[src/rtl/cdown_timer_pkg.sv]
// Package: shared field positions and the enable pair of the countdown timer.
// Assumes a 32-bit control word and an 8-bit status slice.
package cdown_timer_pkg;
    localparam int WORD_W   = 32;
    localparam int CNT_W    = 20;
    localparam int RUN_POS  = 24;
    localparam int IEN_POS  = 25;
    localparam int ACK_POS  = 26;
    localparam int STAT_W   = 8;
    localparam int STAT_POS = 5;

    typedef struct packed {
        logic run;   // countdown enable
        logic ien;   // interrupt enable
    } tmr_en_t;
endpackage

[src/rtl/cdown_count.sv]
// Module: count register and enables. Loads on a write, and steps down by one
// on a qualified tick. It flags the tick that reaches zero.
// Assumes wr_en has priority over tick in the same cycle.
module cdown_count
    import cdown_timer_pkg::*;
#(
    parameter int CW = CNT_W
) (
    input  logic          clk,
    input  logic          rst_n,
    input  logic          wr_en,
    input  logic [CW-1:0] wr_cnt,
    input  tmr_en_t       wr_en_bits,
    input  logic          tick,
    output logic [CW-1:0] cnt,
    output tmr_en_t       en_bits,
    output logic          hit_zero
);
    localparam logic [CW-1:0] ONE = CW'(1);

    logic step;

    // Decide whether this cycle steps the count.
    always_comb begin
        step     = tick && en_bits.run && (cnt != '0) && !wr_en;
        hit_zero = step && (cnt == ONE);
    end

    // Hold the count and enables; a write loads them, a qualified tick decrements.
    always_ff @(posedge clk) begin
        if (!rst_n) begin
            cnt     <= '0;
            en_bits <= '0;
        end else if (wr_en) begin
            cnt     <= wr_cnt;
            en_bits <= wr_en_bits;
        end else if (step) begin
            cnt     <= cnt - ONE;
        end
    end
endmodule

[src/rtl/cdown_pend.sv]
// Module: sticky pending flag. It is set by the zero-reaching tick and cleared
// by an acknowledge write.
// Assumes set and acknowledge never coincide, because a write suppresses the tick.
module cdown_pend (
    input  logic clk,
    input  logic rst_n,
    input  logic set_i,
    input  logic ack_i,
    output logic pend
);
    // Track the pending state of the timer event.
    always_ff @(posedge clk) begin
        if (!rst_n)      pend <= 1'b0;
        else if (set_i)  pend <= 1'b1;
        else if (ack_i)  pend <= 1'b0;
    end
endmodule

[src/rtl/cdown_view.sv]
// Module: output mapping. It assembles the readback word, the status slice and
// the interrupt line from the registered state.
// Assumes purely combinational use; the acknowledge bit reads as zero.
module cdown_view
    import cdown_timer_pkg::*;
#(
    parameter int CW = CNT_W,
    parameter int WW = WORD_W,
    parameter int SW = STAT_W,
    parameter int SP = STAT_POS
) (
    input  logic [CW-1:0] cnt,
    input  tmr_en_t       en_bits,
    input  logic          pend,
    output logic [WW-1:0] rd_data,
    output logic [SW-1:0] stat_word,
    output logic          irq
);
    // Build the readback word from its fields.
    always_comb begin
        rd_data          = '0;
        rd_data[CW-1:0]  = cnt;
        rd_data[RUN_POS] = en_bits.run;
        rd_data[IEN_POS] = en_bits.ien;
    end

    // Place the pending flag in its status slot and gate the interrupt.
    always_comb begin
        stat_word     = '0;
        stat_word[SP] = pend;
        irq           = pend && en_bits.ien;
    end
endmodule

[src/rtl/cdown_timer.sv]
// Module: top of the countdown timer. It splits a control write into fields and
// ties together the count, pending and view blocks.
// Assumes tick is a one-cycle pulse that is synchronous to clk.
module cdown_timer
    import cdown_timer_pkg::*;
#(
    parameter int CW = CNT_W,
    parameter int WW = WORD_W,
    parameter int SW = STAT_W,
    parameter int SP = STAT_POS
) (
    input  logic          clk,
    input  logic          rst_n,
    input  logic          wr_en,
    input  logic [WW-1:0] wr_data,
    input  logic          tick,
    output logic [WW-1:0] rd_data,
    output logic [SW-1:0] stat_word,
    output logic          irq
);
    tmr_en_t       wr_en_bits;
    tmr_en_t       en_bits;
    logic [CW-1:0] cnt;
    logic          hit_zero;
    logic          ack_req;
    logic          pend;

    // Split the write data into enable fields and the acknowledge request.
    always_comb begin
        wr_en_bits.run = wr_data[RUN_POS];
        wr_en_bits.ien = wr_data[IEN_POS];
        ack_req        = wr_en && wr_data[ACK_POS];
    end

    cdown_count #(.CW(CW)) u_count (
        .clk        (clk),
        .rst_n      (rst_n),
        .wr_en      (wr_en),
        .wr_cnt     (wr_data[CW-1:0]),
        .wr_en_bits (wr_en_bits),
        .tick       (tick),
        .cnt        (cnt),
        .en_bits    (en_bits),
        .hit_zero   (hit_zero)
    );

    cdown_pend u_pend (
        .clk   (clk),
        .rst_n (rst_n),
        .set_i (hit_zero),
        .ack_i (ack_req),
        .pend  (pend)
    );

    cdown_view #(.CW(CW), .WW(WW), .SW(SW), .SP(SP)) u_view (
        .cnt       (cnt),
        .en_bits   (en_bits),
        .pend      (pend),
        .rd_data   (rd_data),
        .stat_word (stat_word),
        .irq       (irq)
    );
endmodule

[config.mk]
export PLATFORM = sky130hd
export DESIGN_NAME = cdown_timer
export DESIGN_NICKNAME = d
export VERILOG_FILES = /design/src/rtl/cdown_timer_pkg.sv /design/src/rtl/cdown_count.sv /design/src/rtl/cdown_pend.sv /design/src/rtl/cdown_view.sv /design/src/rtl/cdown_timer.sv
export SDC_FILE = /design/constraint.sdc
export NUM_CORES = 1
export LEC_CHECK = 0
export ABC_AREA = 1
export BUFFER_PORTS_ARGS = -buffer_cell sky130_fd_sc_hd__buf_2
export CORE_MARGIN = 10
export CORE_UTILIZATION = 48
export DETAILED_ROUTE_END_ITERATION = 10
export PLACE_DENSITY = 0.8
export SYNTH_ARGS = -nofsm -noshare
export SYNTH_HDL_FRONTEND = slang
export SYNTH_SLANG_ARGS = --single-unit
[constraint.sdc]
create_clock -name clk -period 1.7 [get_ports clk]
set_clock_uncertainty 0.15 [all_clocks]
set_input_delay 0.17 -clock clk [delete_from_list [all_inputs] [get_ports clk]]
set_output_delay 0.17 -clock clk [all_outputs]
set_load 0.005 [all_outputs]
# Word level (Yosys, flattened, before mapping)
# Cells that the tools add are included.
dict set report totals {
  register_bits 23
  in_bits 36
  output_inout_bits 41
  elab_cells 20
}
dict set report classes {
  addsub 1
  n_eq_ne 1
  mux 4
  reduce_logical 10
}
# op n
set ops {}
lappend ops {{2-to-1 mux 20 bit} 2}
lappend ops {{equality test 20 x 1 -> 1 bit, second input constant} 1}
lappend ops {{nonzero test 20 bit} 1}
lappend ops {{subtractor 20 x 1 -> 20 bit, second input constant} 1}
lappend ops {{logical AND 1 bit} 6}
lappend ops {{nonzero test 2 bit} 2}
lappend ops {{2-to-1 mux 1 bit} 2}
lappend ops {{logical NOT 1 bit} 1}

# Logic depth before layout (Yosys ltp)
# Gate-level depths: netlist (run 1).
dict set report logic_depth {
  word_depth 5
  ltp_mapped 11
  ltp_nobuf 11
}

# Modules after synthesis
# From an unflattened synthesis (run 1), not the netlist that was laid out.
dict set report hier_totals {
  cells_unflattened 344
  area_unflattened_um2 2020.7
}
# module instances cells_each area_per_inst_um2 seq_area_each_um2
set by_module_without_submodules {}
lappend by_module_without_submodules {cdown_count 1 293 1657.8 440.4}
lappend by_module_without_submodules {cdown_view 1 43 311.5 0.0}
lappend by_module_without_submodules {cdown_pend 1 6 43.8 20.0}
lappend by_module_without_submodules {cdown_timer 1 2 7.5 0.0}

# Least setup slack after synthesis (run 1)
# No wires, ideal clock.
dict set report synth_timing {
  path_type {register to register}
  start {register u_count.cnt[0]}
  end {register u_count.cnt[9]}
  setup_time_ns 0.130
  arrival_ns 1.263
  t_required_ns 1.420
  slack_ns 0.157
  stages_incl_launch_ff 12
  n_path_buf 1
  period_less_slack_ns 1.543
  path_cell_list {dfxtp_1 inv_1 ha_1 nand2_1 nor2_1 nand3_1 nand2_2 buf_6 nand3_1 nand2_1 nor2_1 nor2_1}
}
dict set report synth_via {
  elab_chain_len 4
  elab_cells_between_ends 7
  classes_between {add/sub: 1; mux: 2; reduce/logical: 4}
}
# element line
set synth_lines {}
lappend synth_lines {{from (decl)} cdown_count.sv:15} ;# output logic [CW-1:0] cnt,
lappend synth_lines {{from (signal assigned)} cdown_count.sv:35} ;# cnt <= wr_cnt;
lappend synth_lines {{from (signal assigned)} cdown_count.sv:38} ;# cnt <= cnt - ONE;
lappend synth_lines {{parallel branches: the longest is 4 deep, another holds subtractor 20 x 1 -> 20 bit} n/a}
# Several ways; the timed one is not identified. The select of a mux whose other input is x is not followed.
# A chain may end at the register's enable or synchronous reset.

# Worst setup path in the final report (run 1)
dict set report layout_timing {
  start {register u_count.cnt[3]}
  end {register u_count.cnt[13]}
}
# The elaborated chain is that of the path after synthesis.

==> results.sh, run 1 <==
export IMPL_num_vias=2073
export IMPL_core_area_um2=3689
export IMPL_grt_max_degree=28
export IMPL_grt_overflow_total=0
export IMPL_ant_nets=0
export IMPL_wire_per_inst_um=12.30
export IMPL_ys_seq_area_frac=0.2509
export IMPL_clockRootBuffer="clkbuf_8"
export IMPL_wirelength_um=5289
export IMPL_cts_buffer_depth=2
export IMPL_port_buffers=50
export IMPL_peakVddDrop_mv=0.3737
export IMPL_critical_path_arrival_ns=1.70
export IMPL_max_freq_mhz=609.2
export IMPL_die_area_um2=6698
export IMPL_min_path_type="input port to flop"
export IMPL_p_per_area_nw_per_um2=702.7
export IMPL_cap_violations=0
export IMPL_total_power_mw=1.639
export IMPL_p_leak_nw=1.277
export IMPL_drc_errors=0
export IMPL_std_cell_rows=22
export IMPL_antenna_found_initial=0
export IMPL_grt_pass1_wl_um=8238
export IMPL_post_route_period_util=0.9656
export IMPL_hpwl_um=4042
export IMPL_ys_ff_latch=23
export IMPL_io_pins=77
export IMPL_die_width_um=81.84
export IMPL_rsz0062_at_grt="true"
export IMPL_start_kind="flop"
export IMPL_final_cell_mix="nand2_1, nor2_1, buf_2, buf_4, inv_1"
export IMPL_crit_path_max_fanout=7
export IMPL_final_hold_viol_count=0
export IMPL_grt_pass1_vias=1935
export IMPL_drt_iter0_drc=162
export IMPL_place_inst=421
export IMPL_synth_area_um2=1836
export IMPL_layout_drive_gt1_share=0.2853
export IMPL_place_gp_congestion=0.8816
export IMPL_start_util=0.4976
export IMPL_final_common_cell="nand2_1"
export IMPL_status="finished, final reports clean"
export IMPL_firstDrtPassIters=4
export IMPL_slew_viol_final=0
export IMPL_clock_latency_ns=0.27
export IMPL_cp_required_ns=1.76
export IMPL_place_area_um2=2190
export IMPL_cts_sinks=23
export IMPL_fin_crit_ns=1.642
export IMPL_yosys_warnings=0
export IMPL_fin_nets=422
export IMPL_path_class="flop to flop"
export IMPL_setup_viol=0
export IMPL_cts_clk_slew_worst_paths_ns=0.08
export IMPL_cts_inserted_buffers=3
export IMPL_syn_avg_cell_area_um2=5.921
export IMPL_area_growth_pct=27.06
export IMPL_die_h_um=81.84
export IMPL_ys_types=25
export IMPL_htree_levels=1
export IMPL_crit_path_end_kind="flop"
export IMPL_final_cell_area_um2=2332
export IMPL_grtUsageTotal=0.1489
export IMPL_via_per_inst=4.821
export IMPL_n_antenna_cell=0
export IMPL_syn_inst=310
export IMPL_cts_tree="yes"
export IMPL_fin_cells=430
[cells in the mapped netlist]
library cell	number	area (um^2)
nand2_1	99	371.6
nor2_1	60	225.2
inv_1	26	97.59
nand3_1	24	120.1
dfxtp_1	23	460.4
buf_4	18	135.1
o21ai_0	10	50.05
a21oi_1	8	40.04
buf_6	5	56.30
nand4_1	5	31.28
nand2_2	4	25.02
nor2_2	4	25.02
ha_1	3	37.54
xor2_1	3	26.28
a21oi_2	2	17.52
buf_2	2	10.01
clkbuf_1	2	7.510
clkbuf_8	2	27.53
nor2_4	2	22.52
nor3_1	2	10.01
xnor2_1	2	17.52
clkinv_2	1	5.000
conb_1	1	3.750
o21a_1	1	7.510
o21ai_1	1	5.000
[where the power goes]
group	leakage (nW)	switching [mW]	internal, mW	total, mW
sequential	0.190	0.0383	0.578	0.616
clock	0.0228	0.186	0.168	0.354
combinational	1.06	0.393	0.276	0.669
total	1.28	0.617	1.02	1.64
[per-layer routing]
layer | wire [um] | track usage | vias up
met4 | 100 | 0.05272 | 0
li1 | - | - | 1070
met2 | 2566 | 0.2610 | 80
met5 | 0 | 0 | -
met1 | 2125 | 0.1693 | 910
met3 | 496 | 0.04039 | 13
[through the flow]
stage          TNS [ns]  utilization  hold slack (ns)  setup slack (ns)
4_1_cts               0       0.6113          0.01704           0.05442
2_1_floorplan         0            -           0.1549            0.1568
6_report              0       0.6323          0.01519           0.05844
5_1_grt         -0.6217       0.6323          0.03759          -0.09041
3_5_place_dp          0       0.5936           0.2513           0.07947
3_3_place_gp          0       0.5936           0.2409            0.1299
[worst max-delay path, stage by stage, from the launching register on]
cell,delay (ns)
dfxtp_1,0.39
nor2_1,0.23
nand2_2,0.14
nor2_4,0.22
nand3_1,0.12
nand2_1,0.08
nand2_1,0.05
nor2_1,0.09
nor2_1,0.06
nor2_1,0.07
[path summary, 6_finish.rpt]
check                           slack (ns)           start              end  depth (start not counted)
worst max register to register        0.06  u_count.cnt[3]  u_count.cnt[13]                          9
worst min register to register        0.36  u_count.cnt[7]   u_count.cnt[7]                          2
worst min-delay path                  0.02           rst_n   u_count.cnt[1]                          3
worst max-delay path                  0.06  u_count.cnt[3]  u_count.cnt[13]                          9
[logic make-up after synthesis]
group / share of synthesized area
AO/OA/AOI/OAI: 0.06544
XOR/XNOR: 0.02386
adder cells (fa/ha/maj): 0.02045
buffers and inverters: 0.1847
flip-flops: 0.2509
other: 0.002043
AND/OR/NAND/NOR: 0.4526
[registers in the layout (all words and copies together), names as in the netlist]
register         cells
u_count.en_bits      2
u_count.cnt         20
u_pend.pend          1
[repair_timing]
| action | in CTS | in global routing |
|---|---|---|
| endpoints found under the hold margin | 2 | 0 |
| gates resized for setup | 0 | 21 |
| endpoints found under the setup margin | 0 | 21 |
| hold buffers | 2 | 0 |
| setup buffers | 0 | 2 |
[layout make-up]
| type | instances | area (um^2) |
|---|---|---|
| Fill cell | 355 | 1356 |
| Sequential cell | 23 | 462.9 |
| Multi-Input combinational cell | 248 | 1152 |
| Tap cell | 48 | 60.06 |
| Inverter | 27 | 106.4 |
| Clock buffer | 4 | 45.04 |
| Timing Repair Buffer | 80 | 505.5 |
No activity file was read; power rests on OpenSTA's default activity.
==> run 2, diff against run 1 <==
--- a/config.mk
+++ b/config.mk
@@ -6,11 +6,13 @@
 export NUM_CORES = 1
 export LEC_CHECK = 0
 export ABC_AREA = 1
+export ABC_CLOCK_PERIOD_IN_PS = 1700
 export BUFFER_PORTS_ARGS = -buffer_cell sky130_fd_sc_hd__buf_2
 export CORE_MARGIN = 10
-export CORE_UTILIZATION = 48
+export CORE_UTILIZATION = 50
+export CTS_BUF_LIST = sky130_fd_sc_hd__clkbuf_2 sky130_fd_sc_hd__clkbuf_4 sky130_fd_sc_hd__clkbuf_8
 export DETAILED_ROUTE_END_ITERATION = 10
-export PLACE_DENSITY = 0.8
+export PLACE_DENSITY = 0.83
 export SYNTH_ARGS = -nofsm -noshare
 export SYNTH_HDL_FRONTEND = slang
 export SYNTH_SLANG_ARGS = --single-unit
==> run 2 against run 1 <==
Compared with the run above: via count decreased by 0.43%; maximum frequency grew 0.13%; worst hold slack got worse by 0.0019 ns; cell count is 2.3% lower; sequential power up 1%; largest cell class unchanged.
==> results.sh, run 2 (synthesis results as in run 1) <==
export IMPL_largest_reg_flops=20
export IMPL_grtUsageTotal=0.1554
export IMPL_cap_violations=0
export IMPL_place_inst=413
export IMPL_fin_nets=414
export IMPL_final_util=0.6652
export IMPL_p_per_area_nw_per_um2=714.9
export IMPL_crit_path_max_fanout=8
export IMPL_rsz0062_at_grt="true"
export IMPL_start_kind="flop"
export IMPL_grt_pass1_wl_um=8528
export IMPL_grt_pass1_vias=1947
export IMPL_clock_latency_ns=0.27
export IMPL_pre_cts_slack_ns=0.05395
export IMPL_place_area_um2=2142
export IMPL_cts_buffer_depth=2
export IMPL_fin_cells=420
export IMPL_min_path_type="input port to flop"
export IMPL_final_cell_mix="nand2_1, nor2_1, buf_2, inv_1, nand3_1"
export IMPL_wirelength_um=5370
export IMPL_reg_top3="u_count.cnt (20), u_count.en_bits (2), u_pend.pend (1)"
export IMPL_std_cell_rows=21
export IMPL_die_h_um=80.59
export IMPL_n_antenna_cell=0
export IMPL_drc_errors=0
export IMPL_layout_drive_gt1_share=0.2834
export IMPL_holdWs_ns=0.01332
export IMPL_final_hold_viol_count=0
export IMPL_path_class="flop to flop"
export IMPL_clockRootBuffer="clkbuf_8"
export IMPL_ant_nets=0
export IMPL_drt_iter0_drc=210
export IMPL_grt_overflow_total=0
export IMPL_firstDrtPassIters=4
export IMPL_post_route_period_util=0.9644
export IMPL_port_buffers=50
export IMPL_start_util=0.5333
export IMPL_status="finished, final reports clean"
export IMPL_cts_tree="yes"
export IMPL_setup_ws_ns=0.06050
export IMPL_peakVddDrop_mv=0.4469
export IMPL_place_gp_congestion=0.8867
export IMPL_cts_clk_slew_worst_paths_ns=0.09
export IMPL_crit_path_end_kind="flop"
export IMPL_final_cell_area_um2=2290
export IMPL_die_width_um=80.59
export IMPL_htree_levels=1
export IMPL_setup_viol=0
export IMPL_io_pins=77
export IMPL_grt_max_degree=28
export IMPL_antenna_found_initial=0
export IMPL_regMostFlops="u_count.cnt"
export IMPL_wire_per_inst_um=12.79
export IMPL_core_area_um2=3442
export IMPL_p_leak_nw=1.245
export IMPL_fin_crit_ns=1.639
export IMPL_area_growth_pct=24.74
export IMPL_cp_required_ns=1.69
export IMPL_critical_path_arrival_ns=1.63
export IMPL_via_per_inst=4.914
export IMPL_hpwl_um=3965
export IMPL_cts_inserted_buffers=3
export IMPL_num_vias=2064
export IMPL_slew_viol_final=0
export IMPL_post_cts_repair_setup_buffers=0
export IMPL_cts_sinks=23
export IMPL_max_freq_mhz=609.9
export IMPL_final_common_cell="nand2_1"
export IMPL_die_area_um2=6495
run 2: final timing paths:
kind / startpoint / to / slack (ns) / depth (start not counted)
worst min register to register: u_count.cnt[4] / u_count.cnt[4] / 0.36 / 2
worst max-delay path: u_count.cnt[2] / u_count.cnt[5] / 0.06 / 9
worst max register to register: u_count.cnt[2] / u_count.cnt[5] / 0.06 / 9
worst min-delay path: rst_n / u_count.en_bits[1] / 0.01 / 3
run 2: layout make-up:
class,instances,area (um^2)
fillers,335,1152
clock buffers,4,48.80
flip-flops and latches,23,465.4
multi-input cells,248,1165
well taps,46,57.56
inverters,27,103.9
repair buffers,72,449.2
run 2: through the flow:
stage	total power [mW]	TNS (ns)
after floorplan	1.061	0
after global routing	1.753	-0.4328
after CTS	1.577	0
after global placement	1.196	0
after detailed placement	1.214	0
final	1.637	0
run 2: critical path, cell delays in order (launching register included):
cell and delay [ns]:
dfxtp_1 0.37, nor2_4 0.16, nand2_1 0.08, nor2_2 0.12, nand3_2 0.10, nand2_2 0.09
nand2_2 0.10, buf_6 0.18, nand2_1 0.09, a21oi_1 0.08
run 2: repair_timing:
| item | CTS | global route |
|---|---|---|
| hold buffers | 2 | 0 |
| setup endpoints to repair | 0 | 21 |
| endpoints found under the hold margin | 2 | 0 |
| gates resized for setup | 0 | 27 |
run 2: metal layers:
| layer | wire, um | track usage | share of wire | up-vias |
|---|---|---|---|---|
| met4 | 56 | 0.03521 | 0.010 | 0 |
| met2 | 2641 | 0.2643 | 0.49 | 91 |
| met1 | 2136 | 0.1913 | 0.40 | 915 |
| li1 | - | - | - | 1050 |
| met5 | 0 | 0 | 0 | - |
| met3 | 536 | 0.03675 | 0.10 | 8 |
run 2: power breakdown:
group / total (mW) / internal, mW / switching (mW)
logic: 0.648 / 0.259 / 0.389
registers: 0.624 / 0.579 / 0.0449
clock network: 0.365 / 0.183 / 0.181
==> run 3, diff against run 2 <==
--- a/config.mk
+++ b/config.mk
@@ -6,13 +6,13 @@
 export NUM_CORES = 1
 export LEC_CHECK = 0
 export ABC_AREA = 1
-export ABC_CLOCK_PERIOD_IN_PS = 1700
+export ABC_CLOCK_PERIOD_IN_PS = 1900
 export BUFFER_PORTS_ARGS = -buffer_cell sky130_fd_sc_hd__buf_2
 export CORE_MARGIN = 10
-export CORE_UTILIZATION = 50
+export CORE_UTILIZATION = 54
 export CTS_BUF_LIST = sky130_fd_sc_hd__clkbuf_2 sky130_fd_sc_hd__clkbuf_4 sky130_fd_sc_hd__clkbuf_8
 export DETAILED_ROUTE_END_ITERATION = 10
-export PLACE_DENSITY = 0.83
+export PLACE_DENSITY = 0.89
 export SYNTH_ARGS = -nofsm -noshare
 export SYNTH_HDL_FRONTEND = slang
 export SYNTH_SLANG_ARGS = --single-unit
==> constraint.sdc (replaced) <==
create_clock -name clk -period 1.9 [get_ports clk]
set_clock_uncertainty 0.15 [all_clocks]
set_input_delay 0.19 -clock clk [delete_from_list [all_inputs] [get_ports clk]]
set_output_delay 0.19 -clock clk [all_outputs]
set_load 0.005 [all_outputs]
==> run 3 against run 2 <==
Compared with the run above: worst hold slack worse by 0.0027 ns; critical endpoint is now u_count.cnt[1]; cell count down 1.7%; core utilization decreased by 0.99 points; flip-flop and latch count unchanged; global-route usage is 0.20 points lower; non-clock buffer count down 6; clock power decreased by 31%; sequential share of layout area grew 1.0 points; die area down 5.6%; sequential power fell by 10%; via count fell by 3.2%; cell area down 5.2%.
==> results.sh, run 3 (synthesis results as in run 1) <==
export IMPL_status="finished, final reports clean"
export IMPL_cap_violations=0
export IMPL_regMostFlops="u_count.cnt"
export IMPL_drc_errors=0
export IMPL_met2_length_um=2433
export IMPL_path_class="flop to flop"
export IMPL_final_common_cell="nand2_1"
export IMPL_grt_pass1_vias=2012
export IMPL_grt_pass1_wl_um=8280
export IMPL_place_area_um2=2034
export IMPL_min_path_type="input port to flop"
export IMPL_port_buffers=50
export IMPL_n_antenna_cell=0
export IMPL_tightest_slew_ns=0.6870
export IMPL_cts_inserted_buffers=3
export IMPL_final_cell_mix="nand2_1, nor2_1, buf_2, inv_1, nand3_1"
export IMPL_io_pins=77
export IMPL_via_per_inst=4.838
export IMPL_clock_latency_ns=0.32
export IMPL_grtUsageTotal=0.1534
export IMPL_num_vias=1998
export IMPL_place_gp_congestion=0.9048
export IMPL_total_power_mw=1.323
export IMPL_die_h_um=78.30
export IMPL_grt_overflow_total=0
export IMPL_std_cell_rows=21
export IMPL_final_util=0.6553
export IMPL_area_growth_pct=18.20
export IMPL_pre_cts_slack_ns=0.02342
export IMPL_reg_top3="u_count.cnt (20), u_count.en_bits (2), u_pend.pend (1)"
export IMPL_crit_path_max_fanout=10
export IMPL_cts_tree="yes"
export IMPL_final_cell_area_um2=2170
export IMPL_cts_clk_slew_worst_paths_ns=0.13
export IMPL_holdWs_ns=0.01060
export IMPL_setup_ws_ns=0.1213
export IMPL_ant_nets=0
export IMPL_cts_sinks=23
export IMPL_start_util=0.5544
export IMPL_crit_path_end_kind="flop"
export IMPL_start_kind="flop"
export IMPL_slew_viol_final=0
export IMPL_wirelength_um=5085
export IMPL_wl_met3_um=403
export IMPL_place_inst=402
export IMPL_fillers=318
export IMPL_route_top_layer_used="met4"
export IMPL_antenna_found_initial=0
export IMPL_fin_nets=407
export IMPL_hpwl_um=3741
export IMPL_post_route_period_util=0.9362
export IMPL_cp_required_ns=1.98
export IMPL_p_per_area_nw_per_um2=609.8
export IMPL_relSlewSlack=0.5415
export IMPL_drt_iter0_drc=142
export IMPL_die_area_um2=6131
export IMPL_largest_reg_flops=20
export IMPL_fin_crit_ns=1.779
export IMPL_grt_max_degree=28
export IMPL_critical_path_arrival_ns=1.86
export IMPL_final_hold_viol_count=0
export IMPL_wl_met1_um=2137
export IMPL_wire_per_inst_um=12.31
export IMPL_clockRootBuffer="clkbuf_4"
export IMPL_layout_drive_gt1_share=0.2289
export IMPL_peakVddDrop_mv=0.3448
export IMPL_die_width_um=78.30
export IMPL_setup_viol=0
export IMPL_tns_ns=0
export IMPL_core_area_um2=3311
export IMPL_fin_cells=413
export IMPL_cts_buffer_depth=2
export IMPL_p_leak_nw=1.190
export IMPL_max_freq_mhz=562.2
export IMPL_htree_levels=1
export IMPL_firstDrtPassIters=6
-- run 3: cell count changes in the layout (fill, tap and decap cells not counted), moves of 2 or more --
cell / delta
clkbuf_8: -3
clkbuf_4: +3
buf_4: -7
dfxtp_2: -2
dlygate4sd3_1: +3
nor2_4: -5
dfxtp_1: +2
nor2_1: +10
nor2_2: -6
-- run 3: repair_timing --
item,CTS,global route
hold buffers,5,0
setup buffers,0,2
pin swaps,0,1
gates resized for setup,1,7
setup endpoints to repair,1,16
hold endpoints to repair,3,0
-- run 3: report_power, final --
part	internal (mW)	switching [mW]	leakage (nW)
combinational	0.199	0.312	0.981
clock	0.0966	0.156	0.0184
sequential	0.518	0.0410	0.190
-- run 3: worst paths after layout --
check / from / end / slack (ns) / cells past startpoint
hold / removal: wr_data[15] / u_count.cnt[15] / 0.01 / 5
setup reg to reg: u_count.cnt[14] / u_count.cnt[1] / 0.12 / 9
hold reg to reg: u_count.cnt[0] / u_count.cnt[0] / 0.36 / 2
setup / recovery: u_count.cnt[14] / u_count.cnt[1] / 0.12 / 9
-- run 3: layer usage --
layer,GRT usage,vias up
met4,0.05914,0
met5,0,-
li1,-,1033
met3,0.03872,13
met2,0.2755,77
met1,0.1688,875
-- run 3: worst max-delay path: stages (launching register included) --
cell and delay (ns):
dfxtp_1 0.39, nor2_2 0.17, nand2_1 0.09, nor2_2 0.17
nand3_2 0.14, nand2_4 0.13, nand2_2 0.06, buf_4 0.19
o21ai_1 0.13, nor2_1 0.06
-- run 3: final cells by class --
cell class | instances | area [um^2] | area share
Clock buffer | 4 | 30.03 | 0.01384
Inverter | 27 | 102.6 | 0.04729
Multi-Input combinational cell | 247 | 1121 | 0.5167
Sequential cell | 23 | 462.9 | 0.2134
Tap cell | 46 | 57.56 | 0.02653
Timing Repair Buffer | 66 | 395.4 | 0.1822
